`config.mk`:
```
export PLATFORM = sky130hd
export DESIGN_NAME = mcaf_mux
export DESIGN_NICKNAME = d
export VERILOG_FILES = /design/src/rtl/mcaf_pkg.sv /design/src/rtl/mcaf_bank.sv /design/src/rtl/mcaf_seq.sv /design/src/rtl/mcaf_fmt.sv /design/src/rtl/mcaf_mux.sv
export SDC_FILE = /design/constraint.sdc
export NUM_CORES = 2
export LEC_CHECK = 0
export BUFFER_PORTS_ARGS = -buffer_cell sky130_fd_sc_hd__buf_2
export CAP_MARGIN = 20
export CORE_MARGIN = 5
export CORE_UTILIZATION = 40
export CTS_BUF_LIST = sky130_fd_sc_hd__clkbuf_16
export DETAILED_ROUTE_END_ITERATION = 7
export MAX_ROUTING_LAYER = met4
export SLEW_MARGIN = 15
export SYNTH_ARGS = -nofsm -noshare
export SYNTH_HDL_FRONTEND = slang
export SYNTH_HIERARCHICAL = 1
export SYNTH_SLANG_ARGS = --single-unit
```
`constraint.sdc`:
```
create_clock -name clk -period 12 [get_ports clk]
set_input_delay 2.4 -clock clk [delete_from_list [all_inputs] [get_ports clk]]
set_output_delay 2.4 -clock clk [all_outputs]
set_load 0.005 [all_outputs]
```
`src/rtl/mcaf_pkg.sv`:
```
package mcaf_pkg;
  localparam int SAMPLE_W = 24;
  localparam int HDR_W    = 4;
  localparam int TAIL_W   = 4;
  localparam int SLOT_W   = HDR_W + SAMPLE_W + TAIL_W;

  // header flag positions (decoded by the receiver)
  localparam int FIRST_POS = 0;
  localparam int ACT_POS   = 1;
  localparam int AB_POS    = 2;
  localparam int SYNC_POS  = 3;
  // tail positions
  localparam int V_POS     = HDR_W + SAMPLE_W;
  localparam int U_POS     = V_POS + 1;
  localparam int C_POS     = V_POS + 2;
  localparam int PAR_POS   = V_POS + 3;

  typedef struct packed {
    logic                active;
    logic                v;
    logic                u;
    logic                c;
    logic [SAMPLE_W-1:0] sample;
  } ch_entry_t;

  // even parity over the sample and status portion
  function automatic logic even_par(input logic [SLOT_W-1:0] w);
    return ^w[PAR_POS-1:HDR_W];
  endfunction

  function automatic logic [SLOT_W-1:0] pack_slot(
    input logic      first,
    input logic      ab,
    input logic      sync,
    input ch_entry_t e
  );
    logic [SLOT_W-1:0] w;
    w                       = '0;
    w[FIRST_POS]            = first;
    w[ACT_POS]              = e.active;
    w[AB_POS]               = ab;
    w[SYNC_POS]             = sync;
    w[HDR_W +: SAMPLE_W]    = e.active ? e.sample : '0;
    w[V_POS]                = e.v;
    w[U_POS]                = e.u;
    w[C_POS]                = e.c;
    w[PAR_POS]              = even_par(w);
    return w;
  endfunction
endpackage

```
`src/rtl/mcaf_bank.sv`:
```
module mcaf_bank
  import mcaf_pkg::*;
#(
  parameter int NUM_CH = 56,
  parameter int CH_W   = $clog2(NUM_CH)
) (
  input  logic            clk,
  input  logic            rst_n,
  input  logic            wr_en,
  input  logic [CH_W-1:0] wr_ch,
  input  ch_entry_t       wr_data,
  input  logic            swap,
  input  logic [CH_W-1:0] rd_ch,
  output ch_entry_t       rd_data
);
  localparam int NBANK = 2;

  logic             front_sel;
  logic             wr_ok;
  logic [NBANK-1:0] bank_we;
  ch_entry_t        bank_out [NBANK];

  assign wr_ok = wr_en && (int'(wr_ch) < NUM_CH);

  always_ff @(posedge clk) begin
    if (!rst_n)    front_sel <= 1'b0;
    else if (swap) front_sel <= ~front_sel;
  end

  for (genvar b = 0; b < NBANK; b++) begin : g_bank
    ch_entry_t store [NUM_CH];

    assign bank_we[b] = wr_ok && (front_sel != 1'(b));

    always_ff @(posedge clk) begin
      if (!rst_n) begin
        for (int i = 0; i < NUM_CH; i++) store[i] <= '0;
      end else if (bank_we[b]) begin
        store[wr_ch] <= wr_data;
      end
    end

    assign bank_out[b] = store[rd_ch];
  end

  assign rd_data = bank_out[front_sel];


  bank_swap_chk: assert property (@(posedge clk) disable iff (!rst_n)
    swap |=> front_sel != $past(front_sel));

  bank_hold_chk: assert property (@(posedge clk) disable iff (!rst_n)
    !swap |=> $stable(front_sel));

  front_untouched_chk: assert property (@(posedge clk) disable iff (!rst_n)
    !(bank_we[0] && !front_sel) && !(bank_we[1] && front_sel));
endmodule

```
`src/rtl/mcaf_seq.sv`:
```
module mcaf_seq #(
  parameter int NUM_CH = 56,
  parameter int SLOT_W = 32,
  parameter int CH_W   = $clog2(NUM_CH),
  parameter int BIT_W  = $clog2(SLOT_W)
) (
  input  logic             clk,
  input  logic             rst_n,
  input  logic             bit_en,
  output logic [CH_W-1:0]  ch_idx,
  output logic [BIT_W-1:0] bit_idx,
  output logic             at_frame_head,
  output logic             slot_done,
  output logic             frame_done
);
  localparam logic [CH_W-1:0]  LAST_CH  = CH_W'(NUM_CH - 1);
  localparam logic [BIT_W-1:0] LAST_BIT = BIT_W'(SLOT_W - 1);

  assign at_frame_head = (ch_idx == '0) && (bit_idx == '0);
  assign slot_done     = bit_en && (bit_idx == LAST_BIT);
  assign frame_done    = slot_done && (ch_idx == LAST_CH);

  always_ff @(posedge clk) begin
    if (!rst_n) begin
      ch_idx  <= '0;
      bit_idx <= '0;
    end else if (bit_en) begin
      if (slot_done) begin
        bit_idx <= '0;
        ch_idx  <= frame_done ? '0 : ch_idx + 1'b1;
      end else begin
        bit_idx <= bit_idx + 1'b1;
      end
    end
  end


  idle_hold_chk: assert property (@(posedge clk) disable iff (!rst_n)
    !bit_en |=> $stable(ch_idx) && $stable(bit_idx));

  ch_step_chk: assert property (@(posedge clk) disable iff (!rst_n)
    slot_done && !frame_done |=> ch_idx == CH_W'($past(ch_idx) + 1'b1) && bit_idx == '0);

  frame_wrap_chk: assert property (@(posedge clk) disable iff (!rst_n)
    frame_done |=> at_frame_head);
endmodule

```
`src/rtl/mcaf_fmt.sv`:
```
module mcaf_fmt
  import mcaf_pkg::*;
(
  input  logic              first,
  input  logic              ab,
  input  logic              sync,
  input  ch_entry_t         entry,
  output logic [SLOT_W-1:0] slot_word
);
  assign slot_word = pack_slot(first, ab, sync, entry);
endmodule

```
`src/rtl/mcaf_mux.sv`:
```
module mcaf_mux
  import mcaf_pkg::*;
#(
  parameter int NUM_CH = 56,
  parameter int CH_W   = $clog2(NUM_CH)
) (
  input  logic                clk,
  input  logic                rst_n,
  input  logic                bit_en,
  input  logic                wr_en,
  input  logic [CH_W-1:0]     wr_ch,
  input  logic [SAMPLE_W-1:0] wr_sample,
  input  logic                wr_active,
  input  logic                wr_valid,
  input  logic                wr_user,
  input  logic                wr_chst,
  input  logic                link_ab,
  input  logic                link_sync,
  output logic                ser_bit,
  output logic                ser_vld,
  output logic                frame_start
);
  localparam int BIT_W = $clog2(SLOT_W);

  logic [CH_W-1:0]   ch_idx;
  logic [BIT_W-1:0]  bit_idx;
  logic              at_frame_head;
  logic              slot_done;
  logic              frame_done;
  logic              first_ch;
  logic              ab_q, sync_q;
  ch_entry_t         wr_entry;
  ch_entry_t         cur_entry;
  logic [SLOT_W-1:0] slot_word;

  assign wr_entry = '{active: wr_active, v: wr_valid, u: wr_user,
                      c: wr_chst, sample: wr_sample};
  assign first_ch = (ch_idx == '0);

  mcaf_seq #(.NUM_CH(NUM_CH), .SLOT_W(SLOT_W), .CH_W(CH_W), .BIT_W(BIT_W)) u_seq (
    .clk           (clk),
    .rst_n         (rst_n),
    .bit_en        (bit_en),
    .ch_idx        (ch_idx),
    .bit_idx       (bit_idx),
    .at_frame_head (at_frame_head),
    .slot_done     (slot_done),
    .frame_done    (frame_done)
  );

  mcaf_bank #(.NUM_CH(NUM_CH), .CH_W(CH_W)) u_bank (
    .clk     (clk),
    .rst_n   (rst_n),
    .wr_en   (wr_en),
    .wr_ch   (wr_ch),
    .wr_data (wr_entry),
    .swap    (frame_done),
    .rd_ch   (ch_idx),
    .rd_data (cur_entry)
  );

  mcaf_fmt u_fmt (
    .first     (first_ch),
    .ab        (ab_q),
    .sync      (sync_q),
    .entry     (cur_entry),
    .slot_word (slot_word)
  );

  // link flags held for a whole frame
  always_ff @(posedge clk) begin
    if (!rst_n) begin
      ab_q   <= 1'b0;
      sync_q <= 1'b0;
    end else if (frame_done) begin
      ab_q   <= link_ab;
      sync_q <= link_sync;
    end
  end

  always_ff @(posedge clk) begin
    if (!rst_n) begin
      ser_bit     <= 1'b0;
      ser_vld     <= 1'b0;
      frame_start <= 1'b0;
    end else begin
      ser_vld     <= bit_en;
      frame_start <= bit_en && at_frame_head;
      if (bit_en) ser_bit <= slot_word[bit_idx];
    end
  end


  frame_start_vld_chk: assert property (@(posedge clk) disable iff (!rst_n)
    frame_start |-> ser_vld);

  vld_follow_chk: assert property (@(posedge clk) disable iff (!rst_n)
    $past(rst_n) |-> ser_vld == $past(bit_en));

  slot_parity_chk: assert property (@(posedge clk) disable iff (!rst_n)
    ^slot_word[SLOT_W-1:HDR_W] == 1'b0);

  first_flag_chk: assert property (@(posedge clk) disable iff (!rst_n)
    slot_word[FIRST_POS] == (ch_idx == '0));

  inactive_mute_chk: assert property (@(posedge clk) disable iff (!rst_n)
    !slot_word[ACT_POS] |-> slot_word[HDR_W +: SAMPLE_W] == '0);

  link_flags_hold_chk: assert property (@(posedge clk) disable iff (!rst_n)
    !frame_done |=> $stable(ab_q) && $stable(sync_q));
endmodule

```
==> impl_metrics.ini <==
[hold_path]
hold_class = flip-flop to flip-flop

[place]
io_buffers = 42
routabilityCongestion = 0.8368
dp_hpwl_um = 260500

[synthesis]
seq_area_frac_synth = 0.6740
yosys-top-cells-count = 3584 x edfxtp_1, 3162 x and2_1, 1176 x mux4_2
yosys_warnings = 6
ys_types = 49
synth_edf_count = 3584
synthTopCellsByArea = edfxtp_1 67%, mux4_2 17%, and2_1 12%, clkbuf_1 1.8%, o21ai_0 0.36%
ys_async_sr_fraction = 0
netlist.area_leader.share = 0.6718
yosysMostFrequentCell = edfxtp_1
avgSynthCellArea_um2 = 17.32
netlist_area_um2 = 160200
yosysTopAreaCell = edfxtp_1
synthFlopType = edfxtp_1
synth-seq-cells = 3601
netlist_instances = 9249

[status]
status = complete, no violations

[detailed_routing]
postRouteAntennaNets = 0
via_per_inst = 5.675
finalWirelength_um = 481300
drtIter0Drc = 10880
drc_errors = 0
firstDrtPassIters = 5
post_drt_wl_per_cell_um = 31.86
dr_total_vias = 85730

[run]
maxCapViolCount = 0

[die]
die_w_um = 642.8
io_pins = 43
fp.coreArea_um2 = 399100
initial_core_util = 0.4013
die_area_um2 = 413200
num_rows = 232
die-height_um = 642.8

[sta]
fin_crit_sh = 0.5588
tightest_slew_ns = 1.209
period_needed_ns = 6.706
slew_viol_final = 0
finClkSkew_ns = 0.06308
maxClockFrequency_mhz = 149.1
holdWs_ns = 0.5287
relSlewSlack = 0.1921
final-setup-viol-count = 0
setup_tns_ns = 0
rsz0062_at_grt = no
hold_viol = 0

[setup_path]
cp_num_cells = 17
critPathMaxFanout = 45
crit_top_cell = xnor2_1
r2r_end = ser_bit$_SDFFE_PN0P_
crit_type = flip-flop to flip-flop
critPathLaunchType = flip-flop
endpoint_kind = flip-flop
crit_start = u_seq/ch_idx[2]$_SDFFE_PN0P_
path_cells = buf_4 > buf_4 > mux4_2 > mux4_2 > mux4_2 > mux2_2 > xnor2_1 > xnor2_1 > xnor2_1 > xnor3_1 > nand2_1 > xnor2_1 > mux2i_1 > a21oi_1 > nand3_1 > and3_1 > a31oi_1
ff2ff_setup_slack_ns = 5.29
worstPathArrival_ns = 7.59
cpPeakStageDelay_ns = 0.93
reg2reg_from = u_seq/ch_idx[2]$_SDFFE_PN0P_
crit_family = multiplexers
r2r_cells = 17
crit_slowest_cell = dfxtp_4
timing.critical_path.buf_inv = 2
critPathCapture = ser_bit$_SDFFE_PN0P_
worstPathRequired_ns = 12.88

[cts]
root_buffer = clkbuf_16
clk_latency_ns = 1.00
ctsHoldBuffers = 0
cts_max_path_buffers = 4
clock-sinks = 3601
cts_tree = built
cts_buffers = 383
post_cts_resized = 0
clkTransAtPathRegs_ns = 0.06
ctsHtreeMaxLevel = 5
post-cts-setup-buffers = 0

[layout]
fin_nets = 9517
synthToLayoutAreaGrowth_pct = 13.43
drive_gt1_frac = 0.2282

[global_routing]
grt_max_degree = 126
overflow = 0
grt_pass1_wl_um = 672800
antenna_found_initial = 67
grt_usage = 0.2356
grt_pass1_vias = 86990

[power]
p_per_area_nw_per_um2 = 152.1
max-vdd-ir-drop_uv = 129.4
p_leak_nw = 59.82
## layer usage
metal | wire, um | up-vias | global-route usage
met5 | 0 | - | -
met4 | 17080 | 0 | 0.07691
met3 | 41830 | 846 | 0.04110
met2 | 235000 | 4151 | 0.3785
met1 | 187300 | 45800 | 0.3067
li1 | - | 34930 | -
## power by group
group	switching, mW	total (mW)	internal [mW]	leakage [nW]
sequential	0.175	14.7	14.5	34.3
combinational	0.888	1.27	0.383	19.2
clock	5.03	11.7	6.67	6.36
## worst min-delay path: stages (launching register included)
cell and delay (ns):
dfxtp_1 0.32, mux2i_1 0.06, nor2b_1 0.11
## cells by family (layout without fill, tap and decap cells)
| logic type | after synthesis | in the layout | share of synthesized area |
|---|---|---|---|
| AOI/OAI and AO/OA | 136 | 136 | 0.004452 |
| xor gates and xnor gates | 28 | 28 | 0.001617 |
| adders and majority gates | 5 | 5 | 0.0003905 |
| buffers and inverters | 898 | 990 | 0.02205 |
| DFF | 3601 | 3601 | 0.6740 |
| muxes | 1224 | 1224 | 0.1686 |
| other | 1 | 500 | 0.00002341 |
| and+or+nand+nor | 3356 | 3356 | 0.1289 |
## metrics by stage
stage               total power [mW]  utilization  instances  cell area (um2)  setup WS, ns
global route                   28.47       0.4552      15090           181700         5.215
CTS                            27.85       0.4548      15050           181500         5.369
floorplan                      15.54            -       9696           161900         6.022
detailed placement             16.21       0.4239      14350           169200         5.440
finish                         27.64       0.4553      15110           181700         5.294
global placement               16.15       0.4237      14350           169100         5.179
## area by class of cell
| cell class | count | area (um2) |
|---|---|---|
| diodes | 52 | 130.1 |
| clock buffers | 386 | 9659 |
| clock inverters | 315 | 2658 |
| fillers | 33830 | 217400 |
| inverters | 7 | 26.28 |
| multi-input cells | 5197 | 52260 |
| flip-flops and latches | 3601 | 108000 |
| well taps | 5265 | 6588 |
| repair buffers | 282 | 2399 |
## registers in the layout (all words and copies together) (netlist names)
signal / cells
u_seq/ch_idx: 6
sync_q: 1
ser_bit: 1
u_bank/front_sel: 1
ab_q: 1
frame_start: 1
u_seq/bit_idx: 5
u_bank/g_bank.store: 3584
ser_vld: 1
## worst min-delay path by stage
stage / from / cells past startpoint / slack (ns) / to
3_5_place_dp: ab_q$_SDFFE_PN0P_ / 2 / 0.51 / ab_q$_SDFFE_PN0P_
4_1_cts: ab_q$_SDFFE_PN0P_ / 2 / 0.53 / ab_q$_SDFFE_PN0P_
2_1_floorplan: ab_q$_SDFFE_PN0P_ / 2 / 0.48 / ab_q$_SDFFE_PN0P_
5_1_grt: ab_q$_SDFFE_PN0P_ / 2 / 0.55 / ab_q$_SDFFE_PN0P_
6_report: ab_q$_SDFFE_PN0P_ / 2 / 0.53 / ab_q$_SDFFE_PN0P_
3_3_place_gp: ab_q$_SDFFE_PN0P_ / 2 / 0.50 / ab_q$_SDFFE_PN0P_
## cells in the final DEF, fill, tap and decap left out, types with 9 or more instances in the layout
cell        synthesis  final
conb_1              1    448
buf_12              1     21
clkinv_8            0     10
clkbuf_16           0    386
nor2_1            124     36
clkinvlp_4          0      9
inv_1               6     92
buf_2              68     13
clkinv_2            0     70
xnor2_1            22     22
nand2_1            22     19
buf_4               8    244
nor2_4              0     86
clkinv_1            0     84
o21ai_4             0    104
edfxtp_1         3584   3584
bufinv_16           0     38
mux4_2           1176   1176
mux2i_1            20     20
dfxtp_1            17     11
diode_2             0     52
and2_1           3162   3162
mux2_2             28     28
Power figures use the tool's default switching activity.
